## src/rtl/i2c_tgt_pkg.sv

```systemverilog
// Shared definitions for the I2C command-pointer target.
package i2c_tgt_pkg;

    localparam int BYTE_W = 8;

    // Byte-engine states
    typedef enum logic [2:0] {
        ST_IDLE,   // waiting for START
        ST_ADDR,   // receiving address byte
        ST_CMD,    // receiving command byte
        ST_WDATA,  // receiving write data
        ST_ACK,    // driving our acknowledge bit
        ST_RDATA,  // shifting out a read byte
        ST_RACK    // sampling the master's acknowledge
    } tgt_state_t;

endpackage

```

## src/rtl/i2c_tgt_filter.sv

```systemverilog
// Two-flop synchroniser followed by a persistence filter for one bus line.
// The output takes a new level only after the synchronised input has held
// that level for FILT_CYC consecutive clocks. Assumes the line idles high.
module i2c_tgt_filter #(
    parameter int FILT_CYC = 10,
    localparam int CW = $clog2(FILT_CYC + 1)
) (
    input  logic clk,
    input  logic rst_n,
    input  logic din,
    output logic dout
);
    logic        sync_a, sync_b;
    logic [CW-1:0] hold_cnt;

    // Bring the raw line into the clock domain.
    always_ff @(posedge clk) begin
        if (!rst_n) begin
            sync_a <= 1'b1;
            sync_b <= 1'b1;
        end else begin
            sync_a <= din;
            sync_b <= sync_a;
        end
    end

    // Accept a new level once it has persisted long enough.
    always_ff @(posedge clk) begin
        if (!rst_n) begin
            hold_cnt <= '0;
            dout     <= 1'b1;
        end else if (sync_b == dout) begin
            hold_cnt <= '0;
        end else if (hold_cnt == CW'(FILT_CYC - 1)) begin
            hold_cnt <= '0;
            dout     <= sync_b;
        end else begin
            hold_cnt <= hold_cnt + 1'b1;
        end
    end
endmodule

```

## src/rtl/i2c_tgt_cond.sv

```systemverilog
// Bus-condition detector on the filtered lines: SCL edges, START and STOP.
// Assumes both filtered lines have equal delay, so their order is preserved.
module i2c_tgt_cond (
    input  logic clk,
    input  logic rst_n,
    input  logic scl_f,
    input  logic sda_f,
    output logic scl_rise,
    output logic scl_fall,
    output logic start_det,
    output logic stop_det
);
    logic scl_q, sda_q;

    // Remember the previous filtered levels.
    always_ff @(posedge clk) begin
        if (!rst_n) begin
            scl_q <= 1'b1;
            sda_q <= 1'b1;
        end else begin
            scl_q <= scl_f;
            sda_q <= sda_f;
        end
    end

    // Decode edges and conditions from previous and current levels.
    always_comb begin
        scl_rise  = scl_f & ~scl_q;
        scl_fall  = ~scl_f & scl_q;
        start_det = scl_f & scl_q & ~sda_f & sda_q;
        stop_det  = scl_f & scl_q & sda_f & ~sda_q;
    end
endmodule

```

## src/rtl/i2c_tgt_fsm.sv

```systemverilog
// Byte engine: address match, command pointer, write strobes, read shifting
// and acknowledge handling. Samples SDA on filtered SCL rise and changes its
// SDA drive only on filtered SCL fall. The pointer never auto-increments.
module i2c_tgt_fsm
    import i2c_tgt_pkg::*;
#(
    parameter logic [6:0] DEV_ADDR = 7'h49,
    parameter int         NUM_REGS = 4,
    localparam int        PTR_W    = $clog2(NUM_REGS)
) (
    input  logic              clk,
    input  logic              rst_n,
    input  logic              scl_rise,
    input  logic              scl_fall,
    input  logic              start_det,
    input  logic              stop_det,
    input  logic              sda_f,
    input  logic [BYTE_W-1:0] reg_rdata_i,
    output logic              sda_oe_o,
    output logic              reg_wr_o,
    output logic              reg_rd_o,
    output logic [BYTE_W-1:0] reg_wdata_o,
    output logic [PTR_W-1:0]  ptr_o,
    output logic              cmd_phase_o
);
    tgt_state_t        state, ack_next;
    logic [BYTE_W-1:0] rx_sh, tx_sh;
    logic [3:0]        bit_cnt;
    logic              mst_ack;

    assign cmd_phase_o = (state == ST_CMD);

    // Main sequencer; START and STOP take priority over bit activity.
    always_ff @(posedge clk) begin
        if (!rst_n) begin
            state       <= ST_IDLE;
            ack_next    <= ST_IDLE;
            rx_sh       <= '0;
            tx_sh       <= '0;
            bit_cnt     <= '0;
            ptr_o       <= '0;
            sda_oe_o    <= 1'b0;
            reg_wr_o    <= 1'b0;
            reg_rd_o    <= 1'b0;
            reg_wdata_o <= '0;
            mst_ack     <= 1'b0;
        end else begin
            reg_wr_o <= 1'b0;
            reg_rd_o <= 1'b0;
            if (start_det) begin
                state    <= ST_ADDR;
                bit_cnt  <= '0;
                sda_oe_o <= 1'b0;
            end else if (stop_det) begin
                state    <= ST_IDLE;
                sda_oe_o <= 1'b0;
            end else begin
                case (state)
                    ST_ADDR, ST_CMD, ST_WDATA: begin
                        if (scl_rise) begin
                            rx_sh   <= {rx_sh[BYTE_W-2:0], sda_f};
                            bit_cnt <= bit_cnt + 1'b1;
                        end else if (scl_fall && bit_cnt == 4'd8) begin
                            bit_cnt <= '0;
                            if (state == ST_ADDR) begin
                                if (rx_sh[7:1] == DEV_ADDR) begin
                                    sda_oe_o <= 1'b1;
                                    state    <= ST_ACK;
                                    ack_next <= rx_sh[0] ? ST_RDATA : ST_CMD;
                                end else begin
                                    state <= ST_IDLE;
                                end
                            end else if (state == ST_CMD) begin
                                if (int'(rx_sh) < NUM_REGS) begin
                                    ptr_o    <= rx_sh[PTR_W-1:0];
                                    sda_oe_o <= 1'b1;
                                    state    <= ST_ACK;
                                    ack_next <= ST_WDATA;
                                end else begin
                                    state <= ST_IDLE;
                                end
                            end else begin
                                reg_wr_o    <= 1'b1;
                                reg_wdata_o <= rx_sh;
                                sda_oe_o    <= 1'b1;
                                state       <= ST_ACK;
                                ack_next    <= ST_WDATA;
                            end
                        end
                    end
                    ST_ACK: begin
                        if (scl_fall) begin
                            sda_oe_o <= 1'b0;
                            bit_cnt  <= '0;
                            state    <= ack_next;
                            if (ack_next == ST_RDATA) begin
                                tx_sh    <= reg_rdata_i;
                                sda_oe_o <= ~reg_rdata_i[BYTE_W-1];
                                bit_cnt  <= 4'd1;
                                reg_rd_o <= 1'b1;
                            end
                        end
                    end
                    ST_RDATA: begin
                        if (scl_fall) begin
                            if (bit_cnt == 4'd8) begin
                                sda_oe_o <= 1'b0;
                                state    <= ST_RACK;
                            end else begin
                                sda_oe_o <= ~tx_sh[BYTE_W-2];
                                tx_sh    <= {tx_sh[BYTE_W-2:0], 1'b0};
                                bit_cnt  <= bit_cnt + 1'b1;
                            end
                        end
                    end
                    ST_RACK: begin
                        if (scl_rise) begin
                            mst_ack <= ~sda_f;
                        end else if (scl_fall) begin
                            if (mst_ack) begin
                                state    <= ST_RDATA;
                                tx_sh    <= reg_rdata_i;
                                sda_oe_o <= ~reg_rdata_i[BYTE_W-1];
                                bit_cnt  <= 4'd1;
                                reg_rd_o <= 1'b1;
                            end else begin
                                state <= ST_IDLE;
                            end
                        end
                    end
                    default: ;
                endcase
            end
        end
    end
endmodule

```

## src/rtl/i2c_cmd_target.sv

```systemverilog
// Top of the I2C command-pointer target. Filters both bus lines, detects
// bus conditions and runs the byte engine that drives a register strobe bus.
// Assumes reg_rdata_i follows reg_addr_o combinationally in the register bank.
module i2c_cmd_target
    import i2c_tgt_pkg::*;
#(
    parameter logic [6:0] DEV_ADDR = 7'h49,
    parameter int         FILT_CYC = 10,
    parameter int         NUM_REGS = 4,
    localparam int        PTR_W    = $clog2(NUM_REGS)
) (
    input  logic              clk,
    input  logic              rst_n,
    input  logic              scl_i,
    input  logic              sda_i,
    output logic              sda_oe_o,
    output logic              reg_wr_o,
    output logic              reg_rd_o,
    output logic [PTR_W-1:0]  reg_addr_o,
    output logic [BYTE_W-1:0] reg_wdata_o,
    input  logic [BYTE_W-1:0] reg_rdata_i
);
    logic [1:0] line_raw, line_filt;
    logic       scl_f, sda_f;
    logic       scl_rise, scl_fall, start_det, stop_det;
    logic       cmd_phase;

    assign line_raw = {scl_i, sda_i};
    assign scl_f    = line_filt[1];
    assign sda_f    = line_filt[0];

    // One synchroniser and spike filter per bus line.
    for (genvar g = 0; g < 2; g++) begin : g_filt
        i2c_tgt_filter #(.FILT_CYC(FILT_CYC)) u_filt (
            .clk  (clk),
            .rst_n(rst_n),
            .din  (line_raw[g]),
            .dout (line_filt[g])
        );
    end

    i2c_tgt_cond u_cond (
        .clk      (clk),
        .rst_n    (rst_n),
        .scl_f    (scl_f),
        .sda_f    (sda_f),
        .scl_rise (scl_rise),
        .scl_fall (scl_fall),
        .start_det(start_det),
        .stop_det (stop_det)
    );

    i2c_tgt_fsm #(.DEV_ADDR(DEV_ADDR), .NUM_REGS(NUM_REGS)) u_fsm (
        .clk        (clk),
        .rst_n      (rst_n),
        .scl_rise   (scl_rise),
        .scl_fall   (scl_fall),
        .start_det  (start_det),
        .stop_det   (stop_det),
        .sda_f      (sda_f),
        .reg_rdata_i(reg_rdata_i),
        .sda_oe_o   (sda_oe_o),
        .reg_wr_o   (reg_wr_o),
        .reg_rd_o   (reg_rd_o),
        .reg_wdata_o(reg_wdata_o),
        .ptr_o      (reg_addr_o),
        .cmd_phase_o(cmd_phase)
    );
endmodule

```

## config.mk

```make
export PLATFORM = sky130hd
export DESIGN_NAME = i2c_cmd_target
export DESIGN_NICKNAME = d
export VERILOG_FILES = /design/src/rtl/i2c_tgt_pkg.sv /design/src/rtl/i2c_tgt_filter.sv /design/src/rtl/i2c_tgt_cond.sv /design/src/rtl/i2c_tgt_fsm.sv /design/src/rtl/i2c_cmd_target.sv
export SDC_FILE = /design/constraint.sdc
export NUM_CORES = 1
export LEC_CHECK = 0
export BUFFER_PORTS_ARGS = -buffer_cell sky130_fd_sc_hd__buf_4
export CAP_MARGIN = 20
export CORE_MARGIN = 4
export CORE_UTILIZATION = 30
export CTS_BUF_LIST = sky130_fd_sc_hd__clkbuf_8
export CTS_CLUSTER_SIZE = 14
export DETAILED_ROUTE_END_ITERATION = 8
export PLACE_DENSITY = 0.56
export SKIP_LAST_GASP = 1
export SYNTH_ARGS = -nofsm -noshare
export SYNTH_HDL_FRONTEND = slang
export SYNTH_SLANG_ARGS = --single-unit
```

## constraint.sdc

```tcl
create_clock -name clk -period 3.9 [get_ports clk]
set_input_delay 0.195 -clock clk [delete_from_list [all_inputs] [get_ports clk]]
set_output_delay 0.195 -clock clk [all_outputs]
set_load 0.02 [all_outputs]
```

==> results of run 1 <==
-- path summary, 6_finish.rpt --
| check | startpoint | endpoint | slack [ns] | depth (start not counted) |
|---|---|---|---|---|
| max | u_fsm.state[2] | u_fsm.bit_cnt[2] | 1.55 | 5 |
| max reg2reg | u_fsm.state[2] | u_fsm.bit_cnt[2] | 1.55 | 5 |
| min reg2reg | g_filt[0].u_filt.sync_a | g_filt[0].u_filt.sync_b | 0.41 | 1 |
| min | sda_i | g_filt[0].u_filt.sync_a | 0.06 | 2 |
-- cell families (layout without fill, tap and decap cells) --
group / count (synthesis) / in the layout
compound gates: 47 / 47
mux: 27 / 27
buf+inv: 28 / 46
fa+ha+maj: 6 / 6
simple gates: 104 / 104
xor+xnor: 7 / 7
flops: 55 / 55
-- registers in the layout, summed over array words and instances, names as in the netlist --
register and count:
u_fsm.reg_rd_o 1, g_filt.u_filt.sync_b 2, u_cond.sda_q 1, g_filt.u_filt.hold_cnt 8
u_fsm.reg_wr_o 1, g_filt.u_filt.sync_a 2, u_fsm.state 3, u_fsm.rx_sh 8
u_cond.scl_q 1, u_fsm.mst_ack 1, u_fsm.bit_cnt 4, g_filt.u_filt.dout 2
u_fsm.ptr_o 2, u_fsm.sda_oe_o 1, u_fsm.ack_next 3, u_fsm.reg_wdata_o 8
u_fsm.tx_sh 7
-- power groups by stage --
stage	clock network, uW	logic [uW]	registers [uW]
3_3_place_gp	0	23.8	578
2_1_floorplan	0	11.9	578
4_1_cts	359	23.9	565
3_5_place_dp	0	23.8	578
5_1_grt	382	26.5	566
6_report	343	23.3	565
-- placed cells by master (no fill, tap or decap), drive strengths merged, types with 2 or more instances in the layout --
cell	synthesis	routed
mux2i	27	27
dfxtp	55	55
o221a	2	2
o31ai	3	3
or4	2	2
nand3	8	8
nor4	5	5
o21ai	8	8
nand3b	6	6
clkbuf	8	6
nor2	44	44
nor2b	2	2
xnor2	3	3
nor3	3	3
nand2	10	10
inv	13	15
nand2b	12	12
buf	7	25
and3	2	2
a211oi	7	7
a21oi	13	13
xor2	4	4
ha	6	6
and2	2	2
or3	2	2
-- synth_stat cells (2+ instances only) --
cell	count	area, um^2
and2_1	2	12.5
buf_4	2	15.0
dfxtp_1	55	1100
xor2_1	4	35.0
o221a_2	2	22.5
xnor2_1	3	26.3
ha_1	6	75.1
clkbuf_1	8	30.0
or3_1	2	12.5
or4_1	2	15.0
nand3_1	8	40.0
o21ai_0	8	40.0
inv_1	13	48.8
mux2i_1	27	270
nor2_1	43	161
nand2b_1	11	68.8
nand2_1	10	37.5
nor2b_1	2	12.5
nor3_1	2	10.0
nand3b_1	5	37.5
buf_2	5	25.0
nor4_1	4	25.0
o31ai_1	2	15.0
a21oi_1	13	65.1
a211oi_1	7	52.6
and3_1	2	12.5
-- area by class of cell --
| cell class | count | area (um^2) | share of cell area, % |
|---|---|---|---|
| Sequential cell | 55 | 1100 | 38.4 |
| Tap cell | 105 | 131 | 4.58 |
| Inverter | 13 | 48.8 | 1.70 |
| Clock inverter | 2 | 17.5 | 0.610 |
| Clock buffer | 6 | 82.6 | 2.88 |
| Multi-Input combinational cell | 191 | 1300 | 45.3 |
| Timing Repair Buffer | 25 | 188 | 6.54 |
-- layer usage --
layer	wire [um]	up-vias	track usage (%)
met5	0	-	0
met4	56	0	3.15
met3	252	7	2.81
met2	2210	40	16.5
met1	2390	881	13.2
li1	-	997	-
-- stage by stage --
step	instance area, um^2	total power [uW]	utilization, %
3_5_place_dp	2770	602	33.9
3_3_place_gp	2770	602	33.9
6_report	2870	931	35.1
5_1_grt	2870	974	35.1
2_1_floorplan	2510	590	-
4_1_cts	2870	948	35.1
==> reports/metrics.yaml, run 1 <==
p_sw_share_pct: 22.3
synth_seq_cells: 55
p_switching_uw: 208
grt_max_degree: 30
netlist-cell-type-count: 52
num_rows: 33
cp_cell_sequence: "nand3b_1, o211a_1, o31a_2, and4b_1, a31o_2"
final_cells: 397
overflow: 0
drive_gt1_share_pct: 15.1
path_delay_family: "flip-flops"
cap_violations: 0
async_reset_ff_share_pct: 0
holdBufCountCts: 0
setup_viol: 0
power_density_mw_per_mm2: 324
cts.sinks: 55
setup_tns_ns: 0
yosys_warnings: 0
synth_top_family_by_area: "simple AND/OR/NAND/NOR gates"
drt-initial-drc-count: 80
grt_pass1_vias: 1853
clockBufferDepth: 2
worstPathMaxFanout: 20
clock_skew_ns: 0.0115
wl_um: 4910
cts_buffers: 5
syn_area_per_cell_um2: 9.18
cts.reportedPaths.clkPinSlew_ns: 0.10
routedWlPerCell_um: 12.4
ant_nets: 0
grt_pass1_wl_um: 8380
grt_usage_pct: 10.2
die_x_um: 99.6
detailed_place_hpwl_um: 3540
seq_power_share_pct: 60.7
max_slew.worst_pin.slew_ns: 0.892
hold_viol: 0
synth.cell_area_mm2: 0.00251
critPathArrivalTime_ns: 2.56
area.growth.synth_to_final_pct: 14.1
rsz0062_at_grt: "no"
coreArea_mm2: 0.00818
cp_num_buf_inv: 0
synth_mux_area_share_pct: 10.7
yosysSeqAreaShare_pct: 43.8
numPortBuffers: 24
ir_worst_vdd_uv: 206
cp-start-kind: "flop"
pre_cts_ws_ns: 1.57
synth_cells: 274
ios: 25
max_freq_mhz: 426
postLayoutSetupSlackWorst_ns: 1.55
hold_class: "primary input to flop"
firstDrtPassIters: 4
routabilityCongestion: 0.788
ctsResizeCount: 0
cp-end-kind: "flop"
period_share_pct: 60.2
antenna_found_initial: 0
initial_core_util_pct: 30.8
leakage_uw: 0.00114
synth_compound_area_share_pct: 13.0
die_h_um: 99.6
vias: 1925
die_area_mm2: 0.00991
cp_slowest_cell: "dfxtp_1"
hold_ws_ns: 0.0572
cts_setup_buffers: 0
cts_root_buffer: "clkbuf_8"
synth_enable_flop_cells: 0
critPathKind: "flop to flop"
required_ns: 4.12
htreeDepth: 2
power.share.combinational_pct: 2.5
cts_tree: "yes"
cpPeakStageDelay_ns: 0.78
slew_headroom_pct: 40.5
drv_slew: 0
drc: 0
via_per_inst: 4.85
fin_crit_ns: 2.35
power.internal_uw: 723
dp.cells: 389
status: "complete, no violations"
fill_cells: 871
synthXorXnorAreaFrac_pct: 2.44
finalNetCount: 309
clkLatencyLatePin_ns: 0.31
synthAdderAreaFrac_pct: 2.99
yosys.area_share.simple_pct: 22.3
synth_ff_type: "dfxtp_1"
n_antenna_cell: 0
syn-num-nets: 292
pwr-share-clk_pct: 36.8
No activity file was read; power rests on OpenSTA's default activity.
==> run 2: changes to the inputs <==
--- a/config.mk
+++ b/config.mk
@@ -5,6 +5,7 @@
 export SDC_FILE = /design/constraint.sdc
 export NUM_CORES = 1
 export LEC_CHECK = 0
+export ABC_AREA = 1
 export BUFFER_PORTS_ARGS = -buffer_cell sky130_fd_sc_hd__buf_4
 export CAP_MARGIN = 20
 export CORE_MARGIN = 4
==> constraint.sdc (replaced) <==
create_clock -name clk -period 2.4 [get_ports clk]
set_input_delay 0.12 -clock clk [delete_from_list [all_inputs] [get_ports clk]]
set_output_delay 0.12 -clock clk [all_outputs]
set_load 0.02 [all_outputs]
==> run 2 against run 1 <==
- synthesized cell count rose by 39%
- clock power rose by 85%
- clock skew fell by 0.0034 ns
- setup slack got worse by 1.0 ns
- non-clock buffer count rose by 3
- first-iteration DRC count rose by 55%
- via count rose by 17%
- largest power group unchanged
==> reports/metrics.yaml, run 2 <==
clkLatencyLatePin_ns: 0.31  # about the same
cts_root_buffer: "clkbuf_8"  # unchanged
postLayoutSetupSlackWorst_ns: 0.552  # was 1.55 ns
antenna_found_initial: 0  # unchanged
setup_viol: 0  # unchanged
synth_enable_flop_cells: 0  # unchanged
grt_pass1_vias: 2164  # was 1853
area.growth.synth_to_final_pct: 16.3  # was 14.1%
ios: 25  # unchanged
pre_cts_ws_ns: 0.602  # was 1.57 ns
yosysSeqAreaShare_pct: 42.2  # was 43.8%
cts_tree: "yes"  # unchanged
ir_worst_vdd_uv: 235  # was 206 uV
critPathArrivalTime_ns: 2.09  # was 2.56 ns
cpPeakStageDelay_ns: 0.34  # was 0.78 ns
grt_pass1_wl_um: 9380  # was 8380 um
fill_cells: 915  # was 871
grt.met1_usage_pct: 14.3  # was 13.2%
cp_slowest_cell: "dfxtp_1"  # unchanged
drt-initial-drc-count: 124  # was 80
drv_slew: 0  # unchanged
final_util_pct: 36.4  # was 35.1%
yosys_warnings: 0  # unchanged
reg_top3: "g_filt.u_filt.hold_cnt: 8 flops, u_fsm.reg_wdata_o: 8 flops, u_fsm.rx_sh: 8 flops"  # unchanged
async_reset_ff_share_pct: 0  # unchanged
clockBufferDepth: 2  # unchanged
rsz0062_at_grt: "no"  # unchanged
yosys.area.top_type: "dfxtp_1"  # unchanged
syn_area_per_cell_um2: 6.87  # was 9.18 um^2
required_ns: 2.65  # was 4.12 ns
grt_usage_pct: 11.1  # was 10.2%
cts.sinks: 55  # unchanged
slew_headroom_pct: 70.0  # was 40.5%
grtUsageMet3_pct: 2.48  # was 2.81%
synth_most_common_cell: "nand2_1"  # was dfxtp_1
die_x_um: 101  # was 99.6 um
routedWlPerCell_um: 10.4  # was 12.4 um
drc: 0  # unchanged
num_rows: 33  # unchanged
cp-start-kind: "flop"  # unchanged
synth.cell_area_mm2: 0.00261  # was 0.00251 mm^2
max_slew.worst_pin.slew_ns: 0.445  # was 0.892 ns
hold_class: "primary input to flop"  # unchanged
dp.cells: 503  # was 389
hold_viol: 0  # unchanged
die_h_um: 101  # was 99.6 um
status: "complete, no violations"  # unchanged
period_share_pct: 77.0  # was 60.2%
netlist-cell-type-count: 28  # was 52
routabilityCongestion: 0.814  # was 0.788
n_antenna_cell: 0  # unchanged
yosys.area_share.simple_pct: 35.1  # was 22.3%
firstDrtPassIters: 4  # unchanged
final_common_cell: "nand2_1"  # was dfxtp_1
final_cell_mix: "nand2_1 (89), nor2_1 (73), dfxtp_1 (55), inv_1 (40), nand3_1 (27)"  # was dfxtp_1 (55), nor2_1 (43), mux2i_1 (27), buf_4 (25)
initial_core_util_pct: 31.3  # was 30.8%
overflow: 0  # unchanged
final_cells: 513  # was 397
max_freq_mhz: 541  # was 426 MHz
ff2ff_setup_slack_ns: 0.55  # was 1.55 ns
synth_area_leaders: "dfxtp_1 (42%), nand2_1 (13%), nor2_1 (10%), inv_1 (5.8%), nand3_1 (5.2%)"  # was dfxtp_1 (44%), mux2i_1 (11%), nor2_1 (6.4%), ha_1 (3.0%), nand2b_1 (2.7%)
grt_util_met2_pct: 18.5  # was 16.5%
power_density_mw_per_mm2: 527  # was 324 mW/mm^2
worstPathMaxFanout: 12  # was 20
leakage_uw: 0.00139  # was 0.00114 uW
cp_cell_sequence: "inv_1, ha_1, nand2_1, nor2_1, nand2_1, nor2_1, buf_4, nand4_1, nand2_1, nand2_1, nor2_1"  # was nand3b_1, o211a_1, o31a_2, and4b_1, a31o_2
synth_cells: 380  # was 274
finalNetCount: 425  # was 309
crit_path_frequent_cell: "nand2_1"
vias: 2260  # was 1925
cap_violations: 0  # unchanged
synth_seq_cells: 55  # unchanged
numPortBuffers: 24  # unchanged
globalRoute.busiestLayer: "met2"  # unchanged
cts_buffers: 5  # unchanged
fin_crit_ns: 1.85  # was 2.35 ns
synth_common_cells: "nand2_1 (89), nor2_1 (73), dfxtp_1 (55)"  # was dfxtp_1 (55), nor2_1 (43), mux2i_1 (27)
synthAdderAreaFrac_pct: 2.88  # was 2.99%
grt_max_degree: 38  # was 30
synth_mux_area_share_pct: 0  # was 10.7%
syn-num-nets: 398  # was 292
netlist.area_leader.share_pct: 42.2  # was 43.8%
detailed_place_hpwl_um: 4000  # was 3540 um
wl_um: 5350  # was 4910 um
via_per_inst: 4.41  # was 4.85
critPathKind: "flop to flop"  # unchanged
setup_tns_ns: 0  # unchanged
ant_nets: 0  # unchanged
synth_compound_area_share_pct: 9.97  # was 13.0%
htreeDepth: 2  # unchanged
cts.reportedPaths.clkPinSlew_ns: 0.09  # was 0.10 ns
cp-end-kind: "flop"  # unchanged
die_area_mm2: 0.0103  # was 0.00991 mm^2
clock_skew_ns: 0.00810  # was 0.0115 ns
synthXorXnorAreaFrac_pct: 1.68  # was 2.44%
synth_top_family_by_area: "simple AND/OR/NAND/NOR gates"  # unchanged
coreArea_mm2: 0.00834  # was 0.00818 mm^2
synth_ff_type: "dfxtp_1"  # unchanged
drive_gt1_share_pct: 14.0  # was 15.1%
[run 2: changes by cell type after synthesis, moves of 4 or more]
cell      delta
nand3_1     +19
nor2_1      +30
a211oi_1     -7
nand2b_1    -11
o21ai_0     +15
inv_2        +6
or2_2        +4
mux2i_1     -27
nand2_1     +79
nor4_1       -4
inv_1       +27
a21oi_1      +6
[run 2: worst paths after layout]
check / startpoint / end / depth (start not counted)
setup / recovery: u_fsm.bit_cnt[0] / u_fsm.ptr_o[0] / 11
hold / removal: reg_rdata_i[6] / u_fsm.tx_sh[6] / 5
setup reg to reg: u_fsm.bit_cnt[0] / u_fsm.ptr_o[0] / 11
hold reg to reg: g_filt[0].u_filt.sync_a / g_filt[0].u_filt.sync_b / 1
[run 2: critical path: cells and delay by family, from the launching register on]
family | cells | cell delay (ns)
buffers and inverters | 2 | 0.30
adder cells (fa/ha/maj) | 1 | 0.15
AND/OR/NAND/NOR | 8 | 0.99
flip-flops | 1 | 0.34
[run 2: what timing repair did]
item	in CTS	in global routing
setup buffers	0	0
hold endpoints to repair	2	0
gates resized for setup	0	0
hold buffers	2	0
[run 2: area by class of cell]
type	instances	area, um^2	area share (%)
Multi-Input combinational cell	271	1300	42.7
Inverter	46	173	5.69
Clock buffer	6	82.6	2.72
Sequential cell	55	1100	36.3
Timing Repair Buffer	28	215	7.09
Tap cell	105	131	4.33
Clock inverter	2	35.0	1.15
[run 2: cell families (layout without fill, tap and decap cells)]
group | count (synthesis) | after routing
buffers and inverters | 54 | 82
xor gates and xnor gates | 5 | 5
DFF | 55 | 55
adders and majority gates | 6 | 6
AOI/OAI and AO/OA | 49 | 49
and+or+nand+nor | 211 | 211
[run 2: per-layer routing]
layer | share of wire [%] | wire [um] | vias to the layer above
met2 | 45 | 2410 | 29
met1 | 51 | 2710 | 984
li1 | - | - | 1243
met4 | 1.2 | 66 | 0
met5 | 0 | 0 | -
met3 | 3.2 | 172 | 4
[run 2: report_power, final]
| group | leakage [uW] | switching, uW | internal, uW | total (uW) |
|---|---|---|---|---|
| combinational | 0.000884 | 24.2 | 22.6 | 46.8 |
| clock | 0.0000612 | 297 | 338 | 635 |
| sequential | 0.000444 | 2.17 | 916 | 918 |
[run 2: per-stage QoR]
stage	power (uW)	instance area, um^2	hold WS (ns)
floorplan	964	2610	0.227
global route	1670	3030	0.186
global placement	985	2900	0.314
finish	1600	3030	0.152
detailed placement	985	2900	0.319
CTS	1630	3030	0.157
